[config.mk]
export PLATFORM = sky130hd
export DESIGN_NAME = adc_seq_ctrl
export DESIGN_NICKNAME = d
export VERILOG_FILES = /design/src/rtl/adc_seq_pkg.sv /design/src/rtl/adc_seq_sync.sv /design/src/rtl/adc_seq_timer.sv /design/src/rtl/adc_seq_polsel.sv /design/src/rtl/adc_seq_ctrl.sv
export SDC_FILE = /design/constraint.sdc
export NUM_CORES = 1
export LEC_CHECK = 0
export BUFFER_PORTS_ARGS = -buffer_cell sky130_fd_sc_hd__buf_2
export CORE_MARGIN = 5
export CORE_UTILIZATION = 64
export CTS_CLUSTER_DIAMETER = 50
export DETAILED_ROUTE_END_ITERATION = 12
export PLACE_DENSITY = 0.86
export SYNTH_ARGS = -nofsm -noshare
export SYNTH_HDL_FRONTEND = slang
export SYNTH_HIERARCHICAL = 1
export SYNTH_SLANG_ARGS = --single-unit
[constraint.sdc]
create_clock -name clk -period 4.5 [get_ports clk]
set_input_delay 1.35 -clock clk [delete_from_list [all_inputs] [get_ports clk]]
set_output_delay 1.35 -clock clk [all_outputs]
set_load 0.005 [all_outputs]
[src/rtl/adc_seq_pkg.sv]
// Shared types for the conversion sequencer.
// Assumes: state codes are visible at the top-level port and are fixed.
package adc_seq_pkg;

    typedef enum logic [2:0] {
        ST_WAKE     = 3'd0,
        ST_IDLE     = 3'd1,
        ST_CAL_OFS  = 3'd2,
        ST_CAL_GAIN = 3'd3,
        ST_CONV     = 3'd4
    } seq_state_e;

endpackage

[src/rtl/adc_seq_sync.sv]
// Two-flop level synchroniser, one independent chain per input bit.
// Assumes: inputs are asynchronous levels; outputs reset to 0.
module adc_seq_sync #(
    parameter int W = 1
) (
    input  logic         clk,
    input  logic         rst_n,
    input  logic [W-1:0] din,
    output logic [W-1:0] lvl
);

    for (genvar i = 0; i < W; i++) begin : g_bit
        logic meta_q;
        logic sync_q;

        // Shift the raw pin through two flops.
        always_ff @(posedge clk) begin
            if (!rst_n) begin
                meta_q <= 1'b0;
                sync_q <= 1'b0;
            end else begin
                meta_q <= din[i];
                sync_q <= meta_q;
            end
        end

        assign lvl[i] = sync_q;
    end

endmodule

[src/rtl/adc_seq_timer.sv]
// Loadable down-counter that stops at zero.
// Assumes: the loaded value is the phase length minus one, so a phase
// lasts value+1 cycles, including the cycle in which zero is flagged.
module adc_seq_timer #(
    parameter int CW      = 12,
    parameter int RST_VAL = 0
) (
    input  logic          clk,
    input  logic          rst_n,
    input  logic          load,
    input  logic [CW-1:0] load_val,
    output logic [CW-1:0] cnt,
    output logic          zero
);

    // Load on request, otherwise count down and hold at zero.
    always_ff @(posedge clk) begin
        if (!rst_n)
            cnt <= CW'(RST_VAL);
        else if (load)
            cnt <= load_val;
        else if (cnt != '0)
            cnt <= cnt - 1'b1;
    end

    assign zero = (cnt == '0);

    AST_TMR_NO_WRAP: assert property (@(posedge clk) disable iff (!rst_n)
        (!load && zero) |=> zero);

    AST_TMR_LOADS: assert property (@(posedge clk) disable iff (!rst_n)
        load |=> (cnt == $past(load_val)));

endmodule

[src/rtl/adc_seq_polsel.sv]
// Polarity-mode sampler. While a conversion runs, it captures the
// synchronised polarity level when the conversion counter equals LEAD.
// Assumes: the counter reaches 0 in the done cycle, and LEAD is shorter
// than every conversion length.
module adc_seq_polsel #(
    parameter int CW   = 12,
    parameter int LEAD = 82
) (
    input  logic          clk,
    input  logic          rst_n,
    input  logic          active,
    input  logic [CW-1:0] cnt,
    input  logic          bip_lvl,
    output logic          pol_o
);

    localparam logic [CW-1:0] LEAD_V = CW'(LEAD);

    // Take the polarity level once per conversion, at the lead point.
    always_ff @(posedge clk) begin
        if (!rst_n)
            pol_o <= 1'b0;
        else if (active && (cnt == LEAD_V))
            pol_o <= bip_lvl;
    end

endmodule

[src/rtl/adc_seq_ctrl.sv]
// Conversion/calibration sequencer for a delta-sigma converter.
// It decodes a convert rising edge, qualified by the calibrate level, and
// sequences wake-up, standby, offset and gain calibration, and conversions.
// A single down-counter times every phase.
// Assumes: asynchronous pins, a synchronous active-low reset, and a
// free-running half-rate phase that only gates departures from standby.
module adc_seq_ctrl
    import adc_seq_pkg::*;
#(
    parameter int WAKE_CYCLES       = 1800,
    parameter int CAL_CYCLES        = 3246,
    parameter int CONV_FIRST_CYCLES = 1624,
    parameter int CONV_NEXT_CYCLES  = 1622,
    parameter int POL_LEAD_CYCLES   = 82
) (
    input  logic       clk,
    input  logic       rst_n,
    input  logic       conv_i,
    input  logic       cal_i,
    input  logic       bip_i,
    output logic [2:0] state_o,
    output logic       done_o,
    output logic       bip_mode_o
);

    function automatic int max_of(input int a, input int b);
        return (a > b) ? a : b;
    endfunction

    localparam int CAL_OFS_LEN  = CAL_CYCLES / 2;
    localparam int CAL_GAIN_LEN = CAL_CYCLES - CAL_OFS_LEN;
    localparam int MAX_LEN      = max_of(max_of(WAKE_CYCLES, CAL_GAIN_LEN),
                                         max_of(CONV_FIRST_CYCLES, CONV_NEXT_CYCLES));
    localparam int CW           = $clog2(MAX_LEN + 1);

    localparam logic [CW-1:0] OFS_LD   = CW'(CAL_OFS_LEN - 1);
    localparam logic [CW-1:0] GAIN_LD  = CW'(CAL_GAIN_LEN - 1);
    localparam logic [CW-1:0] FIRST_LD = CW'(CONV_FIRST_CYCLES - 1);
    localparam logic [CW-1:0] NEXT_LD  = CW'(CONV_NEXT_CYCLES - 1);

    logic [2:0]    sync_lvl;
    logic          conv_lvl, cal_lvl, bip_lvl;
    logic          conv_prev, conv_rise;
    logic          tick;
    seq_state_e    state, nxt;
    logic          tmr_load;
    logic [CW-1:0] tmr_val, tmr_cnt;
    logic          tmr_zero;
    logic          pend_v, pend_cal;
    logic          take;
    logic          cmd_req, cmd_cal;
    seq_state_e    cmd_st;
    logic [CW-1:0] cmd_ld;

    adc_seq_sync #(.W(3)) u_sync (
        .clk   (clk),
        .rst_n (rst_n),
        .din   ({bip_i, cal_i, conv_i}),
        .lvl   (sync_lvl)
    );

    assign conv_lvl = sync_lvl[0];
    assign cal_lvl  = sync_lvl[1];
    assign bip_lvl  = sync_lvl[2];

    // Remember the last synchronised convert level for edge detection.
    always_ff @(posedge clk) begin
        if (!rst_n) conv_prev <= 1'b0;
        else        conv_prev <= conv_lvl;
    end

    assign conv_rise = conv_lvl & ~conv_prev;

    // Internal half-rate phase; standby only acts when it is high.
    always_ff @(posedge clk) begin
        if (!rst_n) tick <= 1'b0;
        else        tick <= ~tick;
    end

    // A fresh edge wins over a held command and brings its own qualifier.
    assign cmd_req = conv_rise | pend_v;
    assign cmd_cal = conv_rise ? cal_lvl : pend_cal;
    assign cmd_st  = cmd_cal ? ST_CAL_OFS : ST_CONV;
    assign cmd_ld  = cmd_cal ? OFS_LD : FIRST_LD;

    adc_seq_timer #(.CW(CW), .RST_VAL(WAKE_CYCLES - 1)) u_timer (
        .clk      (clk),
        .rst_n    (rst_n),
        .load     (tmr_load),
        .load_val (tmr_val),
        .cnt      (tmr_cnt),
        .zero     (tmr_zero)
    );

    // Next-state and timer-reload decision.
    always_comb begin
        nxt      = state;
        tmr_load = 1'b0;
        tmr_val  = FIRST_LD;
        take     = 1'b0;
        unique case (state)
            ST_WAKE: begin
                if (tmr_zero) begin
                    if (cmd_req) begin
                        take     = 1'b1;
                        nxt      = cmd_st;
                        tmr_load = 1'b1;
                        tmr_val  = cmd_ld;
                    end else begin
                        nxt = ST_IDLE;
                    end
                end
            end
            ST_IDLE: begin
                if (cmd_req && tick) begin
                    take     = 1'b1;
                    nxt      = cmd_st;
                    tmr_load = 1'b1;
                    tmr_val  = cmd_ld;
                end
            end
            ST_CAL_OFS: begin
                if (conv_rise && cal_lvl) begin
                    nxt      = ST_CAL_OFS;
                    tmr_load = 1'b1;
                    tmr_val  = OFS_LD;
                end else if (tmr_zero) begin
                    nxt      = ST_CAL_GAIN;
                    tmr_load = 1'b1;
                    tmr_val  = GAIN_LD;
                end
            end
            ST_CAL_GAIN: begin
                if (conv_rise && cal_lvl) begin
                    nxt      = ST_CAL_OFS;
                    tmr_load = 1'b1;
                    tmr_val  = OFS_LD;
                end else if (tmr_zero) begin
                    if (conv_lvl) begin
                        nxt      = ST_CONV;
                        tmr_load = 1'b1;
                        tmr_val  = FIRST_LD;
                    end else begin
                        nxt = ST_IDLE;
                    end
                end
            end
            ST_CONV: begin
                if (conv_rise) begin
                    nxt      = cal_lvl ? ST_CAL_OFS : ST_CONV;
                    tmr_load = 1'b1;
                    tmr_val  = cal_lvl ? OFS_LD : FIRST_LD;
                end else if (tmr_zero) begin
                    if (conv_lvl) begin
                        nxt      = ST_CONV;
                        tmr_load = 1'b1;
                        tmr_val  = NEXT_LD;
                    end else begin
                        nxt = ST_IDLE;
                    end
                end
            end
            default: nxt = ST_IDLE;
        endcase
    end

    // State register.
    always_ff @(posedge clk) begin
        if (!rst_n) state <= ST_WAKE;
        else        state <= nxt;
    end

    // One-entry pending command slot, live only in wake-up and standby.
    always_ff @(posedge clk) begin
        if (!rst_n) begin
            pend_v   <= 1'b0;
            pend_cal <= 1'b0;
        end else if (state == ST_WAKE || state == ST_IDLE) begin
            if (take) begin
                pend_v <= 1'b0;
            end else if (conv_rise) begin
                pend_v   <= 1'b1;
                pend_cal <= cal_lvl;
            end
        end else begin
            pend_v <= 1'b0;
        end
    end

    adc_seq_polsel #(.CW(CW), .LEAD(POL_LEAD_CYCLES)) u_pol (
        .clk     (clk),
        .rst_n   (rst_n),
        .active  (state == ST_CONV),
        .cnt     (tmr_cnt),
        .bip_lvl (bip_lvl),
        .pol_o   (bip_mode_o)
    );

    assign state_o = state;
    assign done_o  = (state == ST_CONV) && tmr_zero;

    AST_WAKE_HOLD: assert property (@(posedge clk) disable iff (!rst_n)
        (state == ST_WAKE && !tmr_zero) |=> (state == ST_WAKE));

    AST_GAIN_AFTER_OFS: assert property (@(posedge clk) disable iff (!rst_n)
        (state == ST_CAL_GAIN && $past(state) != ST_CAL_GAIN) |-> ($past(state) == ST_CAL_OFS));

    AST_CAL_IGNORES_CONV: assert property (@(posedge clk) disable iff (!rst_n)
        ((state == ST_CAL_OFS || state == ST_CAL_GAIN) && conv_rise && !cal_lvl && !tmr_zero)
        |=> (state == $past(state)));

    AST_DONE_SINGLE: assert property (@(posedge clk) disable iff (!rst_n)
        done_o |=> !done_o);

    AST_CONV_RESTART: assert property (@(posedge clk) disable iff (!rst_n)
        (state == ST_CONV && conv_rise && !cal_lvl) |=> (state == ST_CONV && tmr_cnt == FIRST_LD));

    AST_POL_STABLE: assert property (@(posedge clk) disable iff (!rst_n)
        (state != ST_CONV) |=> $stable(bip_mode_o));

endmodule

==> PnR_summary.wiki, run 1 <==
{| class="wikitable"
! Metric !! Value
|-
| Synthesized cell area || between 1500 and 2000 sq um
|-
| Setup-violating endpoint count in the final report || 0
|-
| Worst hold path stage count || 2
|-
| Fraction of final layout cells sized beyond drive strength 1 || 18.0%
|-
| Endpoint of the lowest-slack register-to-register path || u_timer/cnt[7]
|-
| VDD IR max || 233 uV
|-
| Most common cell after layout, fill and taps aside || sky130_fd_sc_hd__dfxtp_1
|-
| Fin crit share || 78.1%
|-
| Global-route wire length before repair || 5420 um
|-
| Startpoint of the most critical hold path || u_sync/g_bit[2].sync_q
|-
| Type of element capturing the critical path || primary output
|-
| Residual DRC count || 0
|-
| Quantity of I/O buffers inserted on ports || 9
|-
| # diodes || 0
|-
| Async set-or-reset flop fraction in the synthesized netlist || 0%
|-
| Number of violations reported at the end of detailed-routing iteration 0 || 64
|-
| Area fraction of the dominant cell type after synthesis || 33.3%
|-
| Number of global-route vias before repair || 1,217
|-
| Mean routed wirelength per cell || 14.7 um
|-
| Sequential cell area || 500 sq um
|-
| Placed wire-length estimate || about 2200 um
|-
| CTS H-tree lvls || 1
|-
| CP Class || flip-flop to primary output
|-
| Max-cap viol count || 0
|-
| Maximum frequency from static timing analysis || about 280 MHz
|-
| Number of antenna violations at the first check in global routing || 0
|-
| Grt met1 use || 27.7%
|-
| Arrival time of the worst setup path || 2.17 ns
|-
| Total number of nets in the final design || 190
|-
| Setup repair bufs after CTS || 0
|-
| Synth-to-Final Area Change || 4.83%
|-
| CP startpoint kind || flip-flop
|-
| Reg2Reg Launch Point || u_timer/cnt[0]
|-
| Clock tree sinks || 25
|-
| Pin slew with the least headroom to its limit || 0.606 ns
|-
| Post-route worst setup slack || roughly 0.98 ns
|-
| Most frequent cells in the layout || sky130_fd_sc_hd__dfxtp_1 (25), sky130_fd_sc_hd__nand2_1 (19), sky130_fd_sc_hd__nand3_1 (12)
|-
| Global-route layer with the greatest usage || met2
|-
| Total number of vias || 1,283
|-
| Clock tree root driver cell || sky130_fd_sc_hd__clkbuf_4
|-
| Initial Utilization || 67.3%
|-
| Period minus WS final || 3.52 ns
|-
| DR pass1 iterations || 4
|-
| Global placement routability congestion || roughly 0.9
|-
| Clock tree from TritonCTS || done
|-
| Depth of the most critical reg-to-reg path || 12
|-
| Number of unique standard cell types used by synthesis || 59
|-
| Latest clock arrival within the worst-skew pair || 0.33 ns
|-
| Routed wire length || 3100 um
|-
| Met3 capacity usage during global routing || ~3.7%
|-
| Leakage dissipation || 0.654 nW
|-
| Clock Tree Buf Depth || 2
|-
| Outcome || completed
|-
| TritonCTS buffer count || 3
|-
| Synthesis-stage register bit count || 25
|-
| Number of warning messages in the yosys log || 6
|-
| Clock slew at the register clock pins of the worst setup and hold paths || around 0.14 ns
|-
| Die Y-Extent || 58.5 um
|-
| Leading area contributor after synthesis || sky130_fd_sc_hd__dfxtp_1
|-
| Hold Crit Endpoint || u_pol/pol_o
|-
| Number of enable flip-flop cells after synthesis || 0
|-
| Highest fanout seen on the critical path || 17
|-
| Global-route total usage across every layer || 20.1%
|-
| Dominant synthesized flop cell || sky130_fd_sc_hd__dfxtp_1
|-
| Critical path startpoint || u_timer/cnt[2]
|-
| Slew headroom || approximately 60%
|-
| Quantity of gates resized following cts || 0
|-
| Largest net degree at the start of global routing || 28
|-
| Die W || 58.5 um
|-
| Min-Delay Path Class || flip-flop to flip-flop
|-
| Floorplan core area || roughly 2200 sq um
|-
| Global Route met2 Usage || 30.9%
|-
| Unrepaired setup endpoints after global routing || false
|-
| Routed Antenna Nets || 0
|-
| Die Area || 3420 sq um
|-
| Area used by multi-input combinational logic || between 900 and 1000 sq um
|-
| Total Negative Setup Slacks || 0 ns
|-
| Final max-slew violation count || 0
|-
| # fillers || 176
|-
| Pre-CTS WS || 1.40 ns
|-
| Largest cells by area after synthesis || sky130_fd_sc_hd__dfxtp_1 (33%), sky130_fd_sc_hd__nand2_1 (4.7%), sky130_fd_sc_hd__nand3_1 (4.0%)
|-
| CTS Hold Buffers Added || 0
|-
| Worst Path Required || 3.15 ns
|-
| Vias per std cell || 6.08
|-
| Number of hold-slack violations in the final timing report || 0
|-
| Gate count after technology mapping || around 170
|-
| Fraction of the yosys area taken by sequential cells || 33.3%
|-
| Flop-to-flop setup slack || 1.58 ns
|-
| I/O pin count || 10
|-
| Row cnt || 17
|-
| Grt ovf || 0
|-
| Mean instance size in the synthesized netlist || between 8 and 9 sq um
|-
| PwrDens || 235 nW/um^2
|-
| Skew final || 0.00593 ns
|}
==> critical path, stage by stage (launching register included) <==
cell,delay (ns)
sky130_fd_sc_hd__dfxtp_1,0.41
sky130_fd_sc_hd__nor4_4,0.45
sky130_fd_sc_hd__nand4_4,0.18
sky130_fd_sc_hd__inv_1,0.43
sky130_fd_sc_hd__and2_1,0.24
sky130_fd_sc_hd__buf_2,0.12
==> worst max path at each step <==
stage	depth (start not counted)	slack (ns)	to
after CTS	5	1.02	done_o
after global placement	5	1.48	done_o
after global routing	5	0.87	done_o
final	5	0.98	done_o
after detailed placement	5	1.40	done_o
after floorplan	5	1.69	done_o
==> cells by family after synthesis <==
| group | synth area share, % |
|---|---|
| buffers and inverters | 6.82 |
| xor gates and xnor gates | 4.66 |
| AOI/OAI and AO/OA | 18.0 |
| other | 0.499 |
| DFF | 33.3 |
| adders and majority gates | 0.832 |
| muxes | 3.66 |
| and+or+nand+nor | 32.3 |
==> cells in the mapped netlist, types with 2 or more instances <==
library cell / instances
sky130_fd_sc_hd__buf_6: 2
sky130_fd_sc_hd__xnor2_1: 3
sky130_fd_sc_hd__o21ai_0: 6
sky130_fd_sc_hd__o311ai_0: 2
sky130_fd_sc_hd__dfxtp_1: 25
sky130_fd_sc_hd__a21oi_1: 3
sky130_fd_sc_hd__a221oi_1: 2
sky130_fd_sc_hd__mux2i_1: 4
sky130_fd_sc_hd__nor3_1: 3
sky130_fd_sc_hd__nand2b_2: 2
sky130_fd_sc_hd__a31oi_1: 3
sky130_fd_sc_hd__inv_1: 6
sky130_fd_sc_hd__nand2b_1: 2
sky130_fd_sc_hd__clkbuf_1: 3
sky130_fd_sc_hd__xor2_1: 5
sky130_fd_sc_hd__and2_1: 7
sky130_fd_sc_hd__nand2_1: 19
sky130_fd_sc_hd__o311ai_1: 2
sky130_fd_sc_hd__nand3_1: 12
sky130_fd_sc_hd__nor4b_2: 2
sky130_fd_sc_hd__buf_4: 5
sky130_fd_sc_hd__nand3b_1: 3
sky130_fd_sc_hd__conb_1: 2
sky130_fd_sc_hd__nor2b_1: 3
sky130_fd_sc_hd__nor2_1: 10
sky130_fd_sc_hd__o31ai_1: 2
sky130_fd_sc_hd__o211ai_1: 3
==> stage by stage <==
stage	util, %	instance area [sq um]	total power [mW]	hold slack [ns]	std cells
CTS	70.6	1580	0.371	0.468	211
global route	70.6	1580	0.389	0.484	211
detailed placement	69.4	1550	0.271	0.425	207
global placement	69.4	1550	0.270	0.422	207
floorplan	-	1530	0.264	0.412	180
finish	70.6	1580	0.371	0.463	211
==> metal layers <==
| layer | vias up | wire length (um) |
|---|---|---|
| met5 | - | 0 |
| li1 | 627 | - |
| met2 | 45 | 1440 |
| met3 | 7 | 148 |
| met1 | 604 | 1480 |
| met4 | 0 | 39 |
==> flip-flops by register name (all words and copies together), names as in the netlist <==
register and flops:
u_timer/cnt 11, state_o 3, u_sync/g_bit.meta_q 3, u_sync/g_bit.sync_q 3, conv_prev 1, pend_cal 1, pend_v 1, tick 1
u_pol/pol_o 1
==> final cells by class <==
| cell class | instances | share of cell area, % |
|---|---|---|
| Clock buffer | 3 | 1.43 |
| Clock inverter | 1 | 0.317 |
| Inverter | 7 | 1.67 |
| Multi-Input combinational cell | 137 | 59.3 |
| Sequential cell | 25 | 31.7 |
| Tap cell | 28 | 2.22 |
| Timing Repair Buffer | 10 | 3.33 |
==> power by group <==
part	switching [mW]	internal, mW	leakage, nW
registers	0.00693	0.228	0.204
clock network	0.0706	0.0334	0.0177
logic	0.0164	0.0156	0.432
Note: power is estimated with default switching activity, not from simulation.
==> run 2, diff against run 1 <==
Settings changed: CORE_UTILIZATION 64 to 59, PLACE_DENSITY 0.86 to 0.8.
Clock period 4.5 ns to 3.4 ns, I/O delays scaled along.
==> PnR_summary.wiki, run 2 (synthesized netlist as in run 1, its figures left out) <==
{| class="wikitable"
! Metric !! Value
|-
| Die Y-Extent || 60.5 um
|-
| Total Negative Setup Slacks || 0 ns
|-
| DR pass1 iterations || 4
|-
| Global-route wire length before repair || ~5300 um
|-
| Setup-violating endpoint count in the final report || 0
|-
| # diodes || 0
|-
| Residual DRC count || 0
|-
| Maximum frequency from static timing analysis || 318 MHz
|-
| Final cell count without fillers || 213
|-
| Row cnt || 18
|-
| Power share of the clock group || 27.4%
|-
| Arrival time of the worst setup path || 2.13 ns
|-
| Outcome || completed
|-
| # fillers || roughly 200
|-
| Mean routed wirelength per cell || 14.1 um
|-
| Area post-placement || between 1500 and 2000 sq um
|-
| Overall power || 0.488 mW
|-
| PwrDens || 309 nW/um^2
|-
| Fraction of power consumed by combinational cells || 8.8%
|-
| Number of antenna violations at the first check in global routing || 0
|-
| Highest fanout seen on the critical path || 17
|-
| Worst Path Required || between 2 and 2.5 ns
|-
| Unrepaired setup endpoints after global routing || false
|-
| Vias per std cell || 5.85
|-
| Quantity of gates resized following cts || 0
|-
| Initial Utilization || 61.3%
|-
| Clock tree root driver cell || sky130_fd_sc_hd__clkbuf_4
|-
| Type of element capturing the critical path || primary output
|-
| Routed wire length || 3000 um
|-
| VDD IR max || 323 uV
|-
| Max reg flops || 11
|-
| Routed Antenna Nets || 0
|-
| Latest clock arrival within the worst-skew pair || 0.32 ns
|-
| Final non-filler cell area || 1580 sq um
|-
| Post-Route Hold Slack || 0.445 ns
|-
| Quantity of I/O buffers inserted on ports || 9
|-
| Grt ovf || 0
|-
| Number of hold-slack violations in the final timing report || 0
|-
| CTS Hold Buffers Added || 0
|-
| Slew headroom || 60.5%
|-
| Pre-CTS WS || 0.623 ns
|-
| Skew final || 0.00620 ns
|-
| Sequential share of power || 63.7%
|-
| Final max-slew violation count || 0
|-
| # placed instances || roughly 210
|-
| Clock slew at the register clock pins of the worst setup and hold paths || 0.13 ns
|-
| Number of global-route vias before repair || 1,168
|-
| CTS H-tree lvls || 1
|-
| Global placement routability congestion || 0.944
|-
| Total number of vias || 1,247
|-
| Most frequent cells in the layout || sky130_fd_sc_hd__dfxtp_1 (25), sky130_fd_sc_hd__nand2_1 (19), sky130_fd_sc_hd__nand3_1 (12)
|-
| Area used by multi-input combinational logic || 935 sq um
|-
| Post-route worst setup slack || 0.254 ns
|-
| Clock Tree Buf Depth || 2
|-
| Fin crit share || 92.5%
|-
| Period minus WS final || approximately 3.1 ns
|-
| Pin slew with the least headroom to its limit || ~0.59 ns
|-
| Clock tree sinks || 25
|-
| Synth-to-Final Area Change || 4.91%
|-
| Global-route total usage across every layer || between 10% and 20%
|-
| Register with the most flip-flops || u_timer/cnt
|-
| Most common cell after layout, fill and taps aside || sky130_fd_sc_hd__dfxtp_1
|-
| Setup repair bufs after CTS || 0
|-
| CP startpoint kind || flip-flop
|-
| TritonCTS buffer count || 3
|-
| Fraction of final layout cells sized beyond drive strength 1 || 17.5%
|-
| CP Class || flip-flop to primary output
|-
| Min-Delay Path Class || flip-flop to flip-flop
|-
| Power Internal || 0.369 mW
|-
| Die W || 60.5 um
|-
| Placed wire-length estimate || 2130 um
|-
| Floorplan core area || 2450 sq um
|-
| Clock tree from TritonCTS || done
|-
| Total number of nets in the final design || 190
|-
| Largest net degree at the start of global routing || 28
|-
| Die Area || 3660 sq um
|-
| I/O pin count || 10
|-
| Final design utilization || 64.3%
|-
| Max-cap viol count || 0
|-
| Leakage dissipation || around 0.65 nW
|-
| Sequential cell area || 500 sq um
|-
| Number of violations reported at the end of detailed-routing iteration 0 || 53
|-
| Sw Ratio || between 20% and 30%
|-
| Net Switching || 0.120 mW
|}
==> run 2: cell types whose count changed in the layout (fill, tap and decap cells not counted) <==
cell / previous run / this run
sky130_fd_sc_hd__clkinv_2: 1 / 0
sky130_fd_sc_hd__clkbuf_1: 0 / 1
==> run 2: path summary, 6_finish.rpt <==
| path | slack (ns) | from | cells after the start | to |
|---|---|---|---|---|
| setup / recovery | 0.25 | u_timer/cnt[6] | 5 | done_o |
| hold reg to reg | 0.45 | u_sync/g_bit[2].meta_q | 1 | u_sync/g_bit[2].sync_q |
| setup reg to reg | 0.71 | u_timer/cnt[0] | 11 | u_timer/cnt[6] |
| hold / removal | 0.45 | u_sync/g_bit[2].meta_q | 1 | u_sync/g_bit[2].sync_q |
==> run 2: routing by layer <==
metal,wire (um),GRT usage (%),vias up
met5,0,0,-
met4,69,7.74,0
met3,153,3.62,9
met2,1320,29.6,39
met1,1460,27.4,570
li1,-,-,629
==> run 2: area by class of cell <==
type | count | area share (%)
clock buffer | 4 | 1.67
inverter | 7 | 1.67
multi-input combinational | 137 | 59.2
sequential | 25 | 31.7
tap | 30 | 2.38
timing repair buffer | 10 | 3.33
==> run 2: power groups by stage <==
stage | clock network (mW) | logic [mW] | registers [mW]
2_1_floorplan | 0 | 0.0357 | 0.314
3_3_place_gp | 0 | 0.0405 | 0.317
3_5_place_dp | 0 | 0.0429 | 0.317
6_report | 0.134 | 0.0432 | 0.311
4_1_cts | 0.139 | 0.0432 | 0.311
5_1_grt | 0.152 | 0.0486 | 0.313
==> run 2: worst max-delay path, cell delays in order (launching register included) <==
cell	delay, ns
sky130_fd_sc_hd__dfxtp_1	0.37
sky130_fd_sc_hd__nor3_1	0.50
sky130_fd_sc_hd__nand4_4	0.19
sky130_fd_sc_hd__inv_1	0.41
sky130_fd_sc_hd__and2_1	0.22
sky130_fd_sc_hd__buf_2	0.12
